[src/rtl/irqg_pkg.sv]
`timescale 1ns/1ps
package irqg_pkg;
    typedef enum logic [2:0] {
        SEL_STAT,
        SEL_OVR,
        SEL_EN,
        SEL_MASK,
        SEL_NONE
    } reg_sel_e;

    localparam int OFS_STAT = 0;
    localparam int OFS_OVR  = 1;
    localparam int OFS_EN   = 2;
    localparam int OFS_MASK = 3;
endpackage

[src/rtl/irqg_decode.sv]
`timescale 1ns/1ps
module irqg_decode
    import irqg_pkg::*;
#(
    parameter int ADDR_W = 4
) (
    input  logic              req_valid,
    input  logic              req_write,
    input  logic [ADDR_W-1:0] req_addr,
    output reg_sel_e          sel,
    output logic              illegal,
    output logic              do_clr,
    output logic              do_ovr,
    output logic              do_en
);
    always_comb begin
        if (req_addr == ADDR_W'(OFS_STAT))      sel = SEL_STAT;
        else if (req_addr == ADDR_W'(OFS_OVR))  sel = SEL_OVR;
        else if (req_addr == ADDR_W'(OFS_EN))   sel = SEL_EN;
        else if (req_addr == ADDR_W'(OFS_MASK)) sel = SEL_MASK;
        else                                    sel = SEL_NONE;

        illegal = req_valid && ((sel == SEL_NONE)
                             || (sel == SEL_OVR  && !req_write)
                             || (sel == SEL_MASK &&  req_write));
        do_clr  = req_valid && req_write && (sel == SEL_STAT);
        do_ovr  = req_valid && req_write && (sel == SEL_OVR);
        do_en   = req_valid && req_write && (sel == SEL_EN);
    end
endmodule

[src/rtl/irqg_status.sv]
`timescale 1ns/1ps
module irqg_status #(
    parameter int N_LINES = 32
) (
    input  logic               clk,
    input  logic               rst_n,
    input  logic [N_LINES-1:0] src_i,
    input  logic               clr_i,
    input  logic               ovr_i,
    input  logic [N_LINES-1:0] wdata_i,
    output logic [N_LINES-1:0] stat_o,
    output logic [N_LINES-1:0] stat_next_o
);
    typedef struct packed {
        logic [N_LINES-1:0] src_prev;
        logic [N_LINES-1:0] stat;
    } st_t;

    st_t st_d, st_q;
    logic [N_LINES-1:0] sw_val;
    logic [N_LINES-1:0] rise_w;
    logic [N_LINES-1:0] fall_w;

    always_comb begin
        st_d          = st_q;
        st_d.src_prev = src_i;
        rise_w        = src_i & ~st_q.src_prev;
        fall_w        = ~src_i & st_q.src_prev;
        if (clr_i)      sw_val = st_q.stat & ~wdata_i;
        else if (ovr_i) sw_val = wdata_i;
        else            sw_val = st_q.stat;
        // source edges take precedence over the software value
        st_d.stat     = (sw_val & ~(rise_w | fall_w)) | rise_w;
    end

    always_ff @(posedge clk or negedge rst_n) begin
        if (!rst_n) st_q <= '0;
        else        st_q <= st_d;
    end

    assign stat_o      = st_q.stat;
    assign stat_next_o = st_d.stat;


    rise_sets_chk: assert property (@(posedge clk) disable iff (!rst_n)
        (rise_w != '0) |=> ((stat_o & $past(rise_w)) == $past(rise_w)));


    fall_clears_chk: assert property (@(posedge clk) disable iff (!rst_n)
        (fall_w != '0) |=> ((stat_o & $past(fall_w)) == '0));
endmodule

[src/rtl/irq_gather_ctrl.sv]
`timescale 1ns/1ps
module irq_gather_ctrl
    import irqg_pkg::*;
#(
    parameter int N_LINES = 32,
    parameter int ADDR_W  = 4
) (
    input  logic               clk,
    input  logic               rst_n,
    input  logic [N_LINES-1:0] src,
    input  logic               bus_valid,
    input  logic               bus_write,
    input  logic [ADDR_W-1:0]  bus_addr,
    input  logic [N_LINES-1:0] bus_wdata,
    output logic [N_LINES-1:0] bus_rdata,
    output logic               bus_err,
    output logic               irq
);
    typedef struct packed {
        logic [N_LINES-1:0] enable;
        logic               irq;
    } ctl_t;

    ctl_t ctl_d, ctl_q;
    reg_sel_e sel;
    logic illegal, do_clr, do_ovr, do_en;
    logic [N_LINES-1:0] stat_q, stat_next;

    irqg_decode #(.ADDR_W(ADDR_W)) u_decode (
        .req_valid (bus_valid),
        .req_write (bus_write),
        .req_addr  (bus_addr),
        .sel       (sel),
        .illegal   (illegal),
        .do_clr    (do_clr),
        .do_ovr    (do_ovr),
        .do_en     (do_en)
    );

    irqg_status #(.N_LINES(N_LINES)) u_status (
        .clk         (clk),
        .rst_n       (rst_n),
        .src_i       (src),
        .clr_i       (do_clr),
        .ovr_i       (do_ovr),
        .wdata_i     (bus_wdata),
        .stat_o      (stat_q),
        .stat_next_o (stat_next)
    );

    always_comb begin
        ctl_d        = ctl_q;
        if (do_en) ctl_d.enable = bus_wdata;
        ctl_d.irq    = |(stat_next & ctl_d.enable);

        bus_rdata = '0;
        if (bus_valid && !bus_write) begin
            case (sel)
                SEL_STAT, SEL_OVR: bus_rdata = stat_q;
                SEL_EN:            bus_rdata = ctl_q.enable;
                SEL_MASK:          bus_rdata = stat_q & ctl_q.enable;
                default:           bus_rdata = '0;
            endcase
        end
    end

    always_ff @(posedge clk or negedge rst_n) begin
        if (!rst_n) ctl_q <= '0;
        else        ctl_q <= ctl_d;
    end

    assign bus_err = illegal;
    assign irq     = ctl_q.irq;


    irq_tracks_chk: assert property (@(posedge clk) disable iff (!rst_n)
        irq == (|(stat_q & ctl_q.enable)));


    mask_write_ignored_chk: assert property (@(posedge clk) disable iff (!rst_n)
        (bus_valid && bus_write && bus_addr == ADDR_W'(OFS_MASK))
            |-> bus_err ##1 $stable(ctl_q.enable));


    unmapped_zero_chk: assert property (@(posedge clk) disable iff (!rst_n)
        (bus_valid && !bus_write && bus_addr > ADDR_W'(OFS_MASK))
            |-> (bus_rdata == '0 && bus_err));


    err_idle_chk: assert property (@(posedge clk) disable iff (!rst_n)
        !bus_valid |-> (!bus_err && bus_rdata == '0));
endmodule

[config.mk]
export PLATFORM = sky130hd
export DESIGN_NAME = irq_gather_ctrl
export DESIGN_NICKNAME = d
export VERILOG_FILES = /design/src/rtl/irqg_pkg.sv /design/src/rtl/irqg_decode.sv /design/src/rtl/irqg_status.sv /design/src/rtl/irq_gather_ctrl.sv
export SDC_FILE = /design/constraint.sdc
export NUM_CORES = 1
export LEC_CHECK = 0
export ABC_AREA = 0
export BUFFER_PORTS_ARGS = -buffer_cell sky130_fd_sc_hd__buf_2
export CAP_MARGIN = 25
export CORE_ASPECT_RATIO = 1.5
export CORE_UTILIZATION = 54
export DETAILED_ROUTE_END_ITERATION = 16
export PLACE_DENSITY = 0.8
export REMOVE_ABC_BUFFERS = 1
export SKIP_LAST_GASP = 1
export SLEW_MARGIN = 20
export SYNTH_ARGS = -nofsm -noshare
export SYNTH_HDL_FRONTEND = slang
export SYNTH_SLANG_ARGS = --single-unit
[constraint.sdc]
create_clock -name clk -period 2.2 [get_ports clk]
set_clock_uncertainty 0.05 [all_clocks]
set_input_delay 0.11 -clock clk [delete_from_list [all_inputs] [get_ports clk]]
set_output_delay 0.11 -clock clk [all_outputs]
set_load 0.01 [all_outputs]
Yosys cells after proc, flatten, opt, wreduce, memory -nomap -nowiden
Cells that the tools add are included.
- flip-flop bits (word level): 97
- latch bits: 0
- RAM bits: 0
- ROM bits: 0
- input port bits: 72
- output and inout port bits: 34
- memories kept: 0
- add/sub/neg operators: 0
- $mul: 0
- div/mod/pow operators: 0
- $lt $le $gt $ge: 0
- equal/unequal tests: 7
- shift operators: 0
- mux-type cells: 9
- bitwise operators: 12
- reduce and logical (&&, ||, !) cells: 15
- operators with widths (kind ; number):
    $and A32 B32 Y32 ; 6
    $mux W32 ; 4
    $not A32 Y32 ; 4
    $pmux W32 S3 ; 1
    $or A32 B32 Y32 ; 2
    $reduce_or A32 Y1 ; 1
    $mux W3 ; 4
    $eq A4 B2 Y1 const B ; 2
    $logic_and A1 B1 Y1 ; 8
    $eq A3 B2 Y1 const B ; 2
    $eq A4 B1 Y1 const B ; 1
    $logic_not A4 Y1 ; 1
    $eq A3 B1 Y1 const B ; 1
    $eq A3 B3 Y1 const B ; 1
    $logic_not A3 Y1 ; 1
    $logic_or A1 B1 Y1 ; 2
    $reduce_or A2 Y1 ; 1
    $logic_not A1 Y1 ; 1

Logic depth before layout (Yosys ltp)
- depth after elaboration: 13
- mapped depth: 10
- gate-level depth less buffers: 7

Hierarchy
Synthesis repeated with hierarchy kept, for this count alone.
- cell total of the unflattened synthesis: 502
- area, all modules: 5521.5 um^2
- by module, submodules not included (module ; times used ; cells an instance ; area an instance (um^2)):
    irqg_status ; 1 ; 323 ; 3633.5
    irq_gather_ctrl ; 1 ; 167 ; 1816.7
    irqg_decode ; 1 ; 12 ; 71.3

Least setup slack after synthesis
Ideal clock, no wire load.
- path kind: input -> register
- start: input port bus_addr[1]
- end: register ctl_q, in the netlist irq
- arrival time: 1.750 ns
- required time: 2.010 ns
- slack: 0.261 ns
- cell stages on the path: 10
- path buffers: 4
- cells stage by stage: buf_4 nor2b_1 buf_2 nand2b_4 buf_6 buf_2 mux2_1 a22o_1 nor4_1 nand4_1
- RTL lines (element ; RTL line ; text):
    from (decl) ; irq_gather_ctrl.sv:13 ; input logic [ADDR_W-1:0] bus_addr,
    to (signal assigned) ; irq_gather_ctrl.sv:69 ; else ctl_q <= ctl_d;
    to (decl) ; irq_gather_ctrl.sv:24 ; ctl_t ctl_d, ctl_q;

==> impl_metrics.json <==
{
  "status": "completed",
  "globalplace.congestion": 0.851,
  "synth_area_leaders": "dfrtp_1, ha_1, a311o_1",
  "vias": 4133,
  "yosys.area.top_type": "dfrtp_1",
  "cp.required_ps": 2350,
  "dieArea_sq_um": 9250,
  "min_path_cells": 2,
  "hp-class": "primary input to flip-flop",
  "p_leak_nw": 3.10,
  "cts_buffers": 9,
  "worstSetupEndpointType": "flip-flop",
  "rsz0062_at_grt": "false",
  "combPwrFrac_pct": 19.7,
  "grt_usage_pct": 29.4,
  "drt_iter0_drc": 381,
  "crit_arrival_ps": 2310,
  "slew_headroom_pct": 43.1,
  "grt_pass1_wl_um": 20700,
  "nFillCells": 594,
  "power_frac_clock_pct": 34.0,
  "yosys_warnings": 0,
  "clkSlewWorstSetupHoldPaths_ps": 60,
  "clock_sinks": 97,
  "fmax_ghz": 0.463,
  "cts_root_buffer": "clkbuf_16",
  "row_count": 41,
  "r2r_end": "irq",
  "drtPass1Iterations": 5,
  "antenna_found_initial": 0,
  "core_sq_um": 8520,
  "diodes": 0,
  "placed_cells": 620,
  "wl_per_cell_um": 19.1,
  "p_switching_mw": 1.20,
  "cts_buffer_depth": 2,
  "ff2ff_path_depth": 7,
  "grt_overflow": 0,
  "syn-instance-count": 413,
  "p_per_area_nw_per_um2": 725,
  "worstMarginPinSlew_ps": 852,
  "clk_latency_ps": 340,
  "path_class": "primary input to flip-flop",
  "wirelength_um": 12900,
  "synth_seq_cells": 97,
  "synth_top_area_share_pct": 50.7,
  "die_w_um": 78.8,
  "r2r_slack_ps": 130,
  "grt_pass1_vias": 4287,
  "dp_hpwl_um": 8490,
  "p_int_mw": 3.36,
  "start_util_pct": 56.2,
  "drv_slew": 0,
  "cts_tree": "yes",
  "drc": 0,
  "grt_max_degree": 54,
  "numPortBuffers": 105,
  "hold_viol": 0,
  "syn_to_final_growth_pct": 31.5,
  "period_minus_slack_ps": 2160,
  "worstReg2RegStart": "u_status.st_q[61]",
  "start_kind": "primary input",
  "drive_gt1_share_pct": 26.9,
  "syn-cell-area_sq_um": 4780,
  "synth.distinct_cells": 25,
  "ant_nets": 0,
  "ios": 106,
  "worstHoldStart": "bus_wdata[4]",
  "layoutNonFillerInstCount": 676,
  "die-height_um": 117,
  "ys_seq_area_share_pct": 50.7,
  "cts_setup_buffers": 0,
  "holdPathEnd": "ctl_q[5]",
  "critPathMaxFanout": 2,
  "timing.final.crit_share_pct": 98.2,
  "dpl_worst_slack_ps": -361,
  "p_seq_share_pct": 46.3,
  "final_nets": 668,
  "syn_area_per_cell_sq_um": 11.6,
  "maxCapViolCount": 0,
  "htreeDepth": 3,
  "finalSetupViolCount": 0,
  "p_sw_share_pct": 26.3,
  "ir_worst_vdd_mv": 0.460,
  "setup_ws_ps": 39.8,
  "viasPerCell": 6.11
}
-- area by class of cell --
type	count	area [sq um]	area share [%]
flip-flops and latches	97	2430	38.6
multi-input cells	254	2150	34.1
repair buffers	169	1170	18.6
clock buffers	13	250	3.98
well taps	107	134	2.13
inverters	33	124	1.97
clock inverters	3	40.0	0.636
-- how the worst max path moves through the flow --
| stage | slack [ps] | startpoint | end | cells past startpoint |
|---|---|---|---|---|
| finish | 40 | src[29] | irq | 8 |
| global route | 10 | src[11] | irq | 8 |
| CTS | 10 | src[15] | irq | 9 |
| detailed placement | -360 | bus_addr[2] | irq | 9 |
| global placement | -280 | bus_addr[2] | irq | 8 |
| floorplan | -1550 | bus_addr[2] | irq | 6 |
-- Yosys cell counts --
cell	number
nand3b_1	1
o22ai_1	32
buf_2	5
o311a_1	32
nand2_1	1
nand4bb_1	1
buf_4	3
nand4_1	1
buf_1	2
ha_1	32
nor2_1	65
xnor2_1	1
mux2_2	5
nor2b_1	1
buf_6	3
nor4_1	4
a22o_1	16
dfrtp_1	97
mux2_1	27
clkbuf_1	16
nor3b_1	1
a21boi_0	1
a311o_1	32
nand2b_4	1
inv_1	33
-- repair_timing --
item,CTS,global route
gates resized for setup,1,6
pin swaps,0,5
gates cloned,0,0
hold buffers,40,0
setup endpoints to repair,1,1
endpoints found under the hold margin,73,0
-- sequential cells by signal, summed over array words and instances, names as in the netlist --
register / count
ctl_q: 32
u_status.st_q: 32
u_status.stat_o: 32
irq: 1
-- stage by stage --
step                      hold slack (ps)  power (mW)  instance area, sq um  setup TNS [ps]  util, %
after floorplan                      -236        2.58                  4630          -49290        -
after global placement              -12.7        2.90                  5540            -305     65.1
after detailed placement            -10.8        2.94                  5550            -361     65.2
after CTS                           0.159        4.56                  6250               0     73.4
after global routing                 11.7        4.76                  6290               0     73.9
final                                10.8        4.56                  6290               0     73.9
-- critical path, cell delays in order --
cell           delay [ps]
dlygate4sd3_1         540
buf_2                 130
ha_1                  320
o311a_1               130
a311o_1               350
a22o_1                230
nor4_1                350
nand4_1               130
-- power groups by stage --
stage          combinational [mW]  sequential (mW)  clock (mW)
2_1_floorplan               0.479             2.10           0
3_3_place_gp                0.775             2.12           0
3_5_place_dp                0.804             2.14           0
4_1_cts                     0.873             2.11        1.58
5_1_grt                     0.976             2.13        1.66
6_report                    0.897             2.11        1.55
-- metal layers --
layer / routed length [um] / GRT usage [%] / vias to the layer above
li1: - / - / 1874
met3: 660 / 4.57 / 30
met2: 6650 / 49.4 / 178
met1: 5220 / 36.7 / 2051
met4: 376 / 15.5 / 0
met5: 0 / 0 / -
-- cell families (layout without fill, tap and decap cells) --
group                      Yosys count  in the layout  synth area share [%]
AOI/OAI and AO/OA                  113            113                  20.7
xor gates and xnor gates             1              1                 0.183
adders and majority gates           32             32                  8.37
buffers and inverters               62            218                  5.70
DFF                                 97             97                  50.7
muxes                               32             32                  7.53
and+or+nand+nor                     76             76                  6.80
-- cells in the final DEF, fill, tap and decap left out, types with 4 or more instances in the layout --
cell           synthesis  routed
ha_1                  32      31
inv_1                 33      33
buf_12                 0       4
clkbuf_16              0       9
buf_2                  5     104
dlygate4sd3_1          0      40
mux2_2                 5       5
dfrtp_1               97      97
a22o_1                16      16
o22ai_1               32      32
o311a_1               32      32
nor2_1                65      65
a311o_1               32      32
mux2_1                27      27
buf_4                  3      19
No activity file was read; power rests on OpenSTA's default activity.
